<file path="src/rtl/seg_reloc_pkg.sv">
package seg_reloc_pkg;
    // segment kinds; user kinds first so their value indexes the register bank
    typedef enum logic [2:0] {
        SEG_DATA  = 3'd0,
        SEG_PROG  = 3'd1,
        SEG_STACK = 3'd2,
        SEG_SUPV  = 3'd3,
        SEG_IACK  = 3'd4,
        SEG_BAD   = 3'd5
    } seg_kind_e;

    localparam int unsigned USEG_N = 3;

    localparam logic [2:0] FC_UDATA = 3'd1;
    localparam logic [2:0] FC_UPROG = 3'd2;
    localparam logic [2:0] FC_SDATA = 3'd5;
    localparam logic [2:0] FC_SPROG = 3'd6;
    localparam logic [2:0] FC_IACK  = 3'd7;
endpackage

</file>
<file path="src/rtl/seg_cycle_decode.sv">
module seg_cycle_decode
    import seg_reloc_pkg::*;
#(
    parameter int unsigned AW = 16,
    parameter logic [AW-4:0] WIN_TAG = '1
) (
    input  logic [2:0]    fc_i,
    input  logic [AW-1:0] addr_i,
    output seg_kind_e     kind_o,
    output logic          win_hit_o
);
    always_comb begin
        case (fc_i)
            FC_UDATA:          kind_o = addr_i[AW-1] ? SEG_STACK : SEG_DATA;
            FC_UPROG:          kind_o = SEG_PROG;
            FC_SDATA, FC_SPROG: kind_o = SEG_SUPV;
            FC_IACK:           kind_o = SEG_IACK;
            default:           kind_o = SEG_BAD;
        endcase
        win_hit_o = (fc_i == FC_SDATA) && (addr_i[AW-1:3] == WIN_TAG);
    end
endmodule

</file>
<file path="src/rtl/seg_limit_check.sv">
module seg_limit_check
    import seg_reloc_pkg::*;
#(
    parameter int unsigned AW = 16,
    parameter int unsigned PW = 20
) (
    input  seg_kind_e     kind_i,
    input  logic [AW-1:0] addr_i,
    input  logic [PW-1:0] base_i,
    input  logic [AW-1:0] limit_i,
    output logic          legal_o,
    output logic [PW-1:0] phys_o
);
    localparam logic [AW:0] SEG_TOP = {1'b1, {AW{1'b0}}};

    logic [AW:0] depth;

    always_comb begin
        phys_o = base_i + PW'(addr_i);
        depth  = SEG_TOP - {1'b0, addr_i};
        case (kind_i)
            SEG_DATA, SEG_PROG: legal_o = (addr_i < limit_i);
            SEG_STACK:          legal_o = (depth <= {1'b0, limit_i});
            default:            legal_o = 1'b0;
        endcase
    end
endmodule

</file>
<file path="src/rtl/seg_reg_bank.sv">
module seg_reg_bank
    import seg_reloc_pkg::*;
#(
    parameter int unsigned AW = 16,
    parameter int unsigned PW = 20
) (
    input  logic                          clk_i,
    input  logic                          rst_ni,
    input  logic                          wr_en_i,
    input  logic [2:0]                    wr_idx_i,
    input  logic [PW-1:0]                 wdata_i,
    output logic [USEG_N-1:0][PW-1:0]     base_o,
    output logic [USEG_N-1:0][AW-1:0]     limit_o
);
    typedef struct packed {
        logic [USEG_N-1:0][PW-1:0] base;
        logic [USEG_N-1:0][AW-1:0] limit;
    } bank_t;

    bank_t bank_d, bank_q;
    logic [USEG_N-1:0] seg_sel;

    for (genvar g = 0; g < USEG_N; g++) begin : g_sel
        assign seg_sel[g] = wr_en_i && (wr_idx_i[2:1] == 2'(g));
    end

    always_comb begin
        bank_d = bank_q;
        for (int i = 0; i < USEG_N; i++) begin
            if (seg_sel[i]) begin
                if (wr_idx_i[0]) bank_d.limit[i] = wdata_i[AW-1:0];
                else             bank_d.base[i]  = wdata_i;
            end
        end
    end

    always_ff @(posedge clk_i) begin
        if (!rst_ni) bank_q <= '0;
        else         bank_q <= bank_d;
    end

    assign base_o  = bank_q.base;
    assign limit_o = bank_q.limit;


    bank_hold_chk: assert property (@(posedge clk_i) disable iff (!rst_ni)
        !wr_en_i |=> $stable(bank_q));
endmodule

</file>
<file path="src/rtl/seg_reloc_unit.sv">
module seg_reloc_unit
    import seg_reloc_pkg::*;
#(
    parameter int unsigned AW = 16,
    parameter int unsigned PW = 20,
    parameter logic [AW-4:0] WIN_TAG = '1
) (
    input  logic          clk_i,
    input  logic          rst_ni,
    input  logic          as_i,
    input  logic          wr_i,
    input  logic [2:0]    fc_i,
    input  logic [AW-1:0] addr_i,
    input  logic [PW-1:0] wdata_i,
    output logic [PW-1:0] phys_addr_o,
    output logic          mem_strobe_o,
    output logic          bus_err_o
);
    typedef struct packed {
        logic [PW-1:0] phys;
        logic          stb;
        logic          err;
    } resp_t;

    seg_kind_e                 kind;
    logic                      win_hit;
    logic                      reg_wr;
    logic [USEG_N-1:0][PW-1:0] base_arr;
    logic [USEG_N-1:0][AW-1:0] limit_arr;
    logic [PW-1:0]             base_sel;
    logic [AW-1:0]             limit_sel;
    logic                      legal;
    logic [PW-1:0]             reloc;
    resp_t                     resp_d, resp_q;

    seg_cycle_decode #(.AW(AW), .WIN_TAG(WIN_TAG)) u_decode (
        .fc_i      (fc_i),
        .addr_i    (addr_i),
        .kind_o    (kind),
        .win_hit_o (win_hit)
    );

    assign reg_wr = as_i && wr_i && win_hit;

    seg_reg_bank #(.AW(AW), .PW(PW)) u_bank (
        .clk_i    (clk_i),
        .rst_ni   (rst_ni),
        .wr_en_i  (reg_wr),
        .wr_idx_i (addr_i[2:0]),
        .wdata_i  (wdata_i),
        .base_o   (base_arr),
        .limit_o  (limit_arr)
    );

    always_comb begin
        base_sel  = '0;
        limit_sel = '0;
        for (int i = 0; i < USEG_N; i++) begin
            if (kind == seg_kind_e'(i)) begin
                base_sel  = base_arr[i];
                limit_sel = limit_arr[i];
            end
        end
    end

    seg_limit_check #(.AW(AW), .PW(PW)) u_check (
        .kind_i  (kind),
        .addr_i  (addr_i),
        .base_i  (base_sel),
        .limit_i (limit_sel),
        .legal_o (legal),
        .phys_o  (reloc)
    );

    always_comb begin
        resp_d = '0;
        if (as_i) begin
            case (kind)
                SEG_DATA, SEG_PROG, SEG_STACK: begin
                    if (legal) begin
                        resp_d.phys = reloc;
                        resp_d.stb  = 1'b1;
                    end else begin
                        resp_d.err  = 1'b1;
                    end
                end
                SEG_SUPV: begin
                    if (!win_hit) begin
                        resp_d.phys = PW'(addr_i);
                        resp_d.stb  = 1'b1;
                    end
                end
                SEG_IACK: begin
                    resp_d.phys = PW'(addr_i);
                    resp_d.stb  = 1'b1;
                end
                default: resp_d.err = 1'b1;
            endcase
        end
    end

    always_ff @(posedge clk_i) begin
        if (!rst_ni) resp_q <= '0;
        else         resp_q <= resp_d;
    end

    assign phys_addr_o  = resp_q.phys;
    assign mem_strobe_o = resp_q.stb;
    assign bus_err_o    = resp_q.err;


    strobe_err_excl_chk: assert property (@(posedge clk_i) disable iff (!rst_ni)
        !(mem_strobe_o && bus_err_o));


    idle_quiet_chk: assert property (@(posedge clk_i) disable iff (!rst_ni)
        !as_i |=> (!mem_strobe_o && !bus_err_o));


    supv_pass_chk: assert property (@(posedge clk_i) disable iff (!rst_ni)
        (as_i && fc_i == FC_SPROG) |=> (mem_strobe_o && phys_addr_o == PW'($past(addr_i))));


    iack_pass_chk: assert property (@(posedge clk_i) disable iff (!rst_ni)
        (as_i && fc_i == FC_IACK) |=> (mem_strobe_o && !bus_err_o && phys_addr_o == PW'($past(addr_i))));


    bad_fc_chk: assert property (@(posedge clk_i) disable iff (!rst_ni)
        (as_i && (fc_i == 3'd0 || fc_i == 3'd3 || fc_i == 3'd4)) |=> bus_err_o);


    reg_cycle_claim_chk: assert property (@(posedge clk_i) disable iff (!rst_ni)
        (as_i && win_hit) |=> (!mem_strobe_o && !bus_err_o));
endmodule

</file>
<file path="config.mk">
export PLATFORM = sky130hd
export DESIGN_NAME = seg_reloc_unit
export DESIGN_NICKNAME = d
export VERILOG_FILES = /design/src/rtl/seg_reloc_pkg.sv /design/src/rtl/seg_cycle_decode.sv /design/src/rtl/seg_limit_check.sv /design/src/rtl/seg_reg_bank.sv /design/src/rtl/seg_reloc_unit.sv
export SDC_FILE = /design/constraint.sdc
export NUM_CORES = 1
export LEC_CHECK = 0
export BUFFER_PORTS_ARGS = -buffer_cell sky130_fd_sc_hd__buf_2
export CORE_MARGIN = 4
export CORE_UTILIZATION = 24
export DETAILED_ROUTE_END_ITERATION = 10
export HOLD_SLACK_MARGIN = 0.12
export PLACE_DENSITY_LB_ADDON = 0.3
export SYNTH_ARGS = -nofsm -noshare
export SYNTH_HDL_FRONTEND = slang
export SYNTH_SLANG_ARGS = --single-unit
</file>
<file path="constraint.sdc">
create_clock -name clk_i -period 10.9 [get_ports clk_i]
set_clock_uncertainty 0.1 [all_clocks]
set_input_delay 1.09 -clock clk_i [delete_from_list [all_inputs] [get_ports clk_i]]
set_output_delay 1.09 -clock clk_i [all_outputs]
set_load 0.1 [all_outputs]
</file>
======== Word level (Yosys, flattened, before mapping) ========
Index checks and enable logic that the tools add are counted.
cells by class
  $add $sub $neg .......................... 2
  multiply operators ...................... 0
  divide/modulo/power cells ............... 0
  $lt $le $gt $ge ......................... 2
  eq/ne operators ......................... 12
  shift-type cells ........................ 0
  multiplexer cells ....................... 14
  bitwise gates (word level) .............. 1
  reductions and logical operators ........ 19
operator list
  cell                                                                  count
  21-bit one-hot mux with 3 select lines                                1
  20-bit two-way mux                                                    3
  16-bit two-way mux                                                    3
  21-bit two-way mux                                                    1
  20-bit by 16-bit adder with 20-bit output                             1
  17-bit by 16-bit <= comparator with 1-bit output                      1
  17-bit two-way mux                                                    1
  17-bit by 16-bit subtractor with 17-bit output, first input constant  1
  16-bit < comparator                                                   1
  2-bit AND reduction                                                   7
  13-bit == test, second input constant                                 1
  3-bit == test, second input constant                                  4
  3-bit one-hot mux with 4 select lines                                 1
  3-bit by 2-bit == test with 1-bit output, second input constant       3
  3-bit by 1-bit == test with 1-bit output, second input constant       2
  1-bit logical AND                                                     6
  2-bit OR reduction                                                    3
  1-bit one-hot mux with 2 select lines                                 2
  3-bit logical NOT                                                     1
  3-bit OR reduction                                                    1
  2-bit by 1-bit == test with 1-bit output, second input constant       1
  2-bit == test, second input constant                                  1
  2-bit logical NOT                                                     1
  2-bit two-way mux                                                     1
  other kinds (2)                                                       2
word-level totals
  flip-flop bits (word level) ............. 130
  latch bits .............................. 0
  memory bits (writable) .................. 0
  bits in read-only memories .............. 0
  input bits .............................. 43
  output and inout port bits .............. 22
  memories kept ........................... 0

======== Longest topological paths before layout ========
  word-level depth ........................ 11
  mapped depth ............................ 16
  mapped depth without buffers ............ 14

======== By module ========
A second synthesis with hierarchy kept.
second synthesis, totals
  cells, all modules ...................... 851
  area, all modules ....................... 7638.6 um^2
modules (own cells, without submodules)
  module            instances  cells each  area an instance (um^2)
  seg_reg_bank      1          376         4016.4
  seg_limit_check   1          243         1809.2
  seg_reloc_unit    1          221         1734.2
  seg_cycle_decode  1          11          78.8

======== Worst setup path after synthesis ========
Ideal clock, no wire load.
  kind .................................... input to register
  start ................................... input fc_i[0]
  end ..................................... register resp_q, in the netlist phys_addr_o[14]
  arrival time ............................ 4.235 ns
  setup slack ............................. 6.447 ns
  stages on the path ...................... 13
  path through ............................ buf_2 > or3b_1 > or2_2 > clkbuf_1 > clkbuf_1 > a211oi_1 > ha_1 > a21oi_1 > o21ai_0 > a2111oi_0 > a21oi_1 > or2_2 > a32o_1
between the ends
  cells in the longest elaborated chain, start to end .. 11
RTL lines
  what                                                                                     RTL line                                                           RTL
  start, declared                                                                          seg_reloc_unit.sv:12                                               input logic [2:0] fc_i,
  3-bit == test (on tied branches)                                                         seg_cycle_decode.sv:13, seg_cycle_decode.sv:20
  2-bit OR reduction                                                                       seg_cycle_decode.sv:13                                             case (fc_i)
  3-bit one-hot mux with 4 select lines                                                    seg_cycle_decode.sv:13
  3-bit logical NOT                                                                        seg_limit_check.sv:21, seg_reloc_unit.sv:59, seg_reloc_unit.sv:78
  16-bit two-way mux (3 in a row)                                                          seg_reloc_unit.sv:59                                               if (kind == seg_kind_e'(i)) begin
  17-bit by 16-bit <= comparator with 1-bit output or 16-bit < comparator (tied branches)  seg_limit_check.sv:23, seg_limit_check.sv:22
  1-bit one-hot mux with 2 select lines                                                    seg_limit_check.sv:21                                              case (kind_i)
  21-bit two-way mux                                                                       seg_reloc_unit.sv:80                                               if (legal) begin
  21-bit one-hot mux with 3 select lines (*)                                               seg_reloc_unit.sv:78                                               case (kind)
  end signal, assigned                                                                     seg_reloc_unit.sv:104                                              else resp_q <= resp_d;
  end, declared                                                                            seg_reloc_unit.sv:34                                               resp_t resp_d, resp_q;
Every way passes the cells marked *; elsewhere a longest branch is shown, timed or not.
A chain may end at the register's enable or synchronous reset.

======== Final worst setup path ========
  start ................................... input fc_i[0]
  end ..................................... register resp_q, in the netlist phys_addr_o[15]
The elaborated chain is that of the path after synthesis.

==> flow_metrics.tcl <==
set metrics [dict create \
    status "complete, no violations" \
    p_leak_nw 3.22 \
    critical_path.max_fanout 34 \
    p_seq_frac 0.388 \
    cp_cell_sequence "buf_2 > or3b_1 > or2_2 > a211oi_1 > ha_1 > a21oi_1 > o21ai_0 > a2111oi_0 > a21oi_1 > a21oi_1 > xnor2_1 > a22o_1" \
    worstPathArrival_ns 5.01 \
    cp_num_buf_inv 1 \
    yosys_most_used_dff "dfxtp_1" \
    cp.required_ns 11.11 \
    power_density_nw_per_um2 144 \
    portBuffers 64 \
    yosys_warnings 0 \
    synth.distinct_cells 64 \
    syn_area_sq_um 7210 \
    min_to "u_bank.limit_o[13]" \
    clockBufferDepth 2 \
    r2r_slack_ns 7.44 \
    finalInstanceArea_sq_um 8520 \
    num_rows 63 \
    combPwrFrac 0.086 \
    setup_viol 0 \
    insertion_delay_ns 0.42 \
    ant_nets 0 \
    cp-end-kind "flop" \
    syn_nets 875 \
    power_w 0.00123 \
    seq_area_frac_synth 0.361 \
    min_period_over_period 0.441 \
    drv_cap 0 \
    hold_viol_final 0 \
    power_frac_clock 0.526 \
    async_reset_ff_frac 0 \
    pin_count 65 \
    holdCritStartpoint "u_bank.limit_o[13]" \
    dpl_worst_slack_ns 5.71 \
    gr-total-overflow 0 \
    firstDrtPassIters 5 \
    clk_pin_slew_ns 0.06 \
    routed_wl_um 21300 \
    tns_ns 0 \
    multi_input_area_sq_um 4360 \
    grt_max_degree 110 \
    grt_usage 0.128 \
    worstHoldPathCells 2 \
    final_cell_mix "130 x dfxtp_1, 95 x nand2_1, 90 x mux2i_1" \
    die_area_sq_um 32900 \
    cts_buffers 17 \
    swShare 0.246 \
    drc 0 \
    final_common_cell "dfxtp_1" \
    regArea_sq_um 2600 \
    die_y_um 181 \
    p_int_w 0.000928 \
    fin_crit_ns 4.81 \
    gp_congestion 0.854 \
    cts_hold_buf 0 \
    fp.dieW_um 181 \
    ys_seq_elements 130 \
    rr_worst_depth 9 \
    synth_edf_count 0 \
    start_util 0.243 \
    maxSlewViolCount 0 \
    relSlewSlack 0.246 \
    vias 5824 \
    syn_avg_cell_area_sq_um 9.19 \
    clock-sinks 130 \
    area_growth_pct 18.2 \
    critPathSlowestCell "a211oi_1" \
    power.switching_w 0.000302 \
    core_area_sq_um 29600 \
    drive_gt1_frac 0.147 \
    cts_root_buffer "clkbuf_16" \
    cts_tree "built" \
    ir_drop_v 0.0000873 \
    post_cts_buffers 0 \
    fillers 3163 \
    r2r_end "phys_addr_o[16]" \
    first_global_vias 5526 \
    grt_pass1_wl_um 32800 \
    hold_path_class "flop to flop" \
    fin_ws_ns 6.09 \
    dr.first_iter.drc_count 440 \
    synthCells 785 \
    nNetsFinal 915 \
    wl_per_cell_um 17.3 \
    regToRegStartpoint "u_bank.limit_o[33]" \
    cp_top_family "compound AO/OA/AOI/OAI gates" \
    worst_pin_slew_ns 1.13 \
    path_common_cell "a21oi_1" \
    slowest_delay_ns 0.62 \
    vias_per_cell 4.73 \
    cts_resized 0 \
    start_kind "primary input" \
    place_area_sq_um 7860 \
    worstSetupPathType "primary input to flop" \
    grt_setup_unrepaired "false" \
    fmax_ghz 0.208 \
    antenna_found_initial 1 \
    htree_levels 4 \
    hpwlAfterDp_um 14900 \
]
## final cells by class
type / instances / share of cell area
Antenna cell: 2 / 0.000587
Clock buffer: 18 / 0.0515
Clock inverter: 14 / 0.0260
Inverter: 11 / 0.00484
Multi-Input combinational cell: 595 / 0.512
Sequential cell: 130 / 0.305
Tap cell: 390 / 0.0572
Timing Repair Buffer: 70 / 0.0429
## worst max-delay path by stage
stage | start | to | slack (ns) | depth (start not counted)
after floorplan | fc_i[0] | phys_addr_o[14] | 6.45 | 13
after global placement | fc_i[0] | phys_addr_o[14] | 5.75 | 11
after detailed placement | fc_i[0] | phys_addr_o[18] | 5.71 | 14
after CTS | fc_i[0] | phys_addr_o[18] | 6.15 | 14
after global routing | fc_i[0] | phys_addr_o[18] | 5.89 | 14
final | fc_i[0] | phys_addr_o[15] | 6.09 | 12
## through the flow
step	cells	utilization	hold slack, ns
6_report	1230	0.288	0.355
5_1_grt	1228	0.287	0.378
4_1_cts	1228	0.287	0.353
3_5_place_dp	1196	0.265	0.345
3_3_place_gp	1196	0.265	0.341
2_1_floorplan	785	-	0.334
## worst register-to-register path: cells and delay by family (launching register included)
kind,cells,cell delay (ns)
AOI/OAI and AO/OA,4,2.11
adders and majority gates,1,0.38
and+or+nand+nor,4,0.49
DFF,1,0.31
## cell usage after synthesis (11+ instances only)
| cell type | number | share of area |
|---|---|---|
| a222oi_1 | 17 | 0.024 |
| mux2i_1 | 90 | 0.12 |
| a22o_1 | 13 | 0.016 |
| nor2_1 | 38 | 0.020 |
| ha_1 | 46 | 0.080 |
| xnor2_1 | 20 | 0.024 |
| nor2b_1 | 74 | 0.064 |
| nand2_1 | 95 | 0.049 |
| a211oi_1 | 19 | 0.020 |
| a21oi_1 | 26 | 0.018 |
| inv_1 | 11 | 0.0057 |
| a21boi_0 | 26 | 0.027 |
| o21ai_0 | 11 | 0.0076 |
| clkbuf_1 | 27 | 0.014 |
| dfxtp_1 | 130 | 0.36 |
## registers in the layout, indices dropped and copies added (netlist names)
register and cells:
phys_addr_o 20, u_bank.base_o 60, bus_err_o 1, u_bank.limit_o 48
mem_strobe_o 1
## power groups by stage
stage	sequential (W)	combinational, W	clock, W
after floorplan	0.000504	0.0000523	0
after detailed placement	0.000488	0.000106	0
after CTS	0.000478	0.000106	0.000659
after global routing	0.000478	0.000115	0.000680
after global placement	0.000488	0.000105	0
final	0.000478	0.000106	0.000647
## kinds of logic after synthesis
family / synth area share
AOI/OAI and AO/OA: 0.160
xor gates and xnor gates: 0.0340
adders and majority gates: 0.0826
buffers and inverters: 0.0378
DFF: 0.361
muxes: 0.125
and+or+nand+nor: 0.200
## routing by layer
metal  global-route usage  routed length [um]
met1                0.189               10900
met2                0.188                9050
met3               0.0304                1120
met4               0.0285                 210
met5                    0                  13
Note: power is estimated with default switching activity, not from simulation.
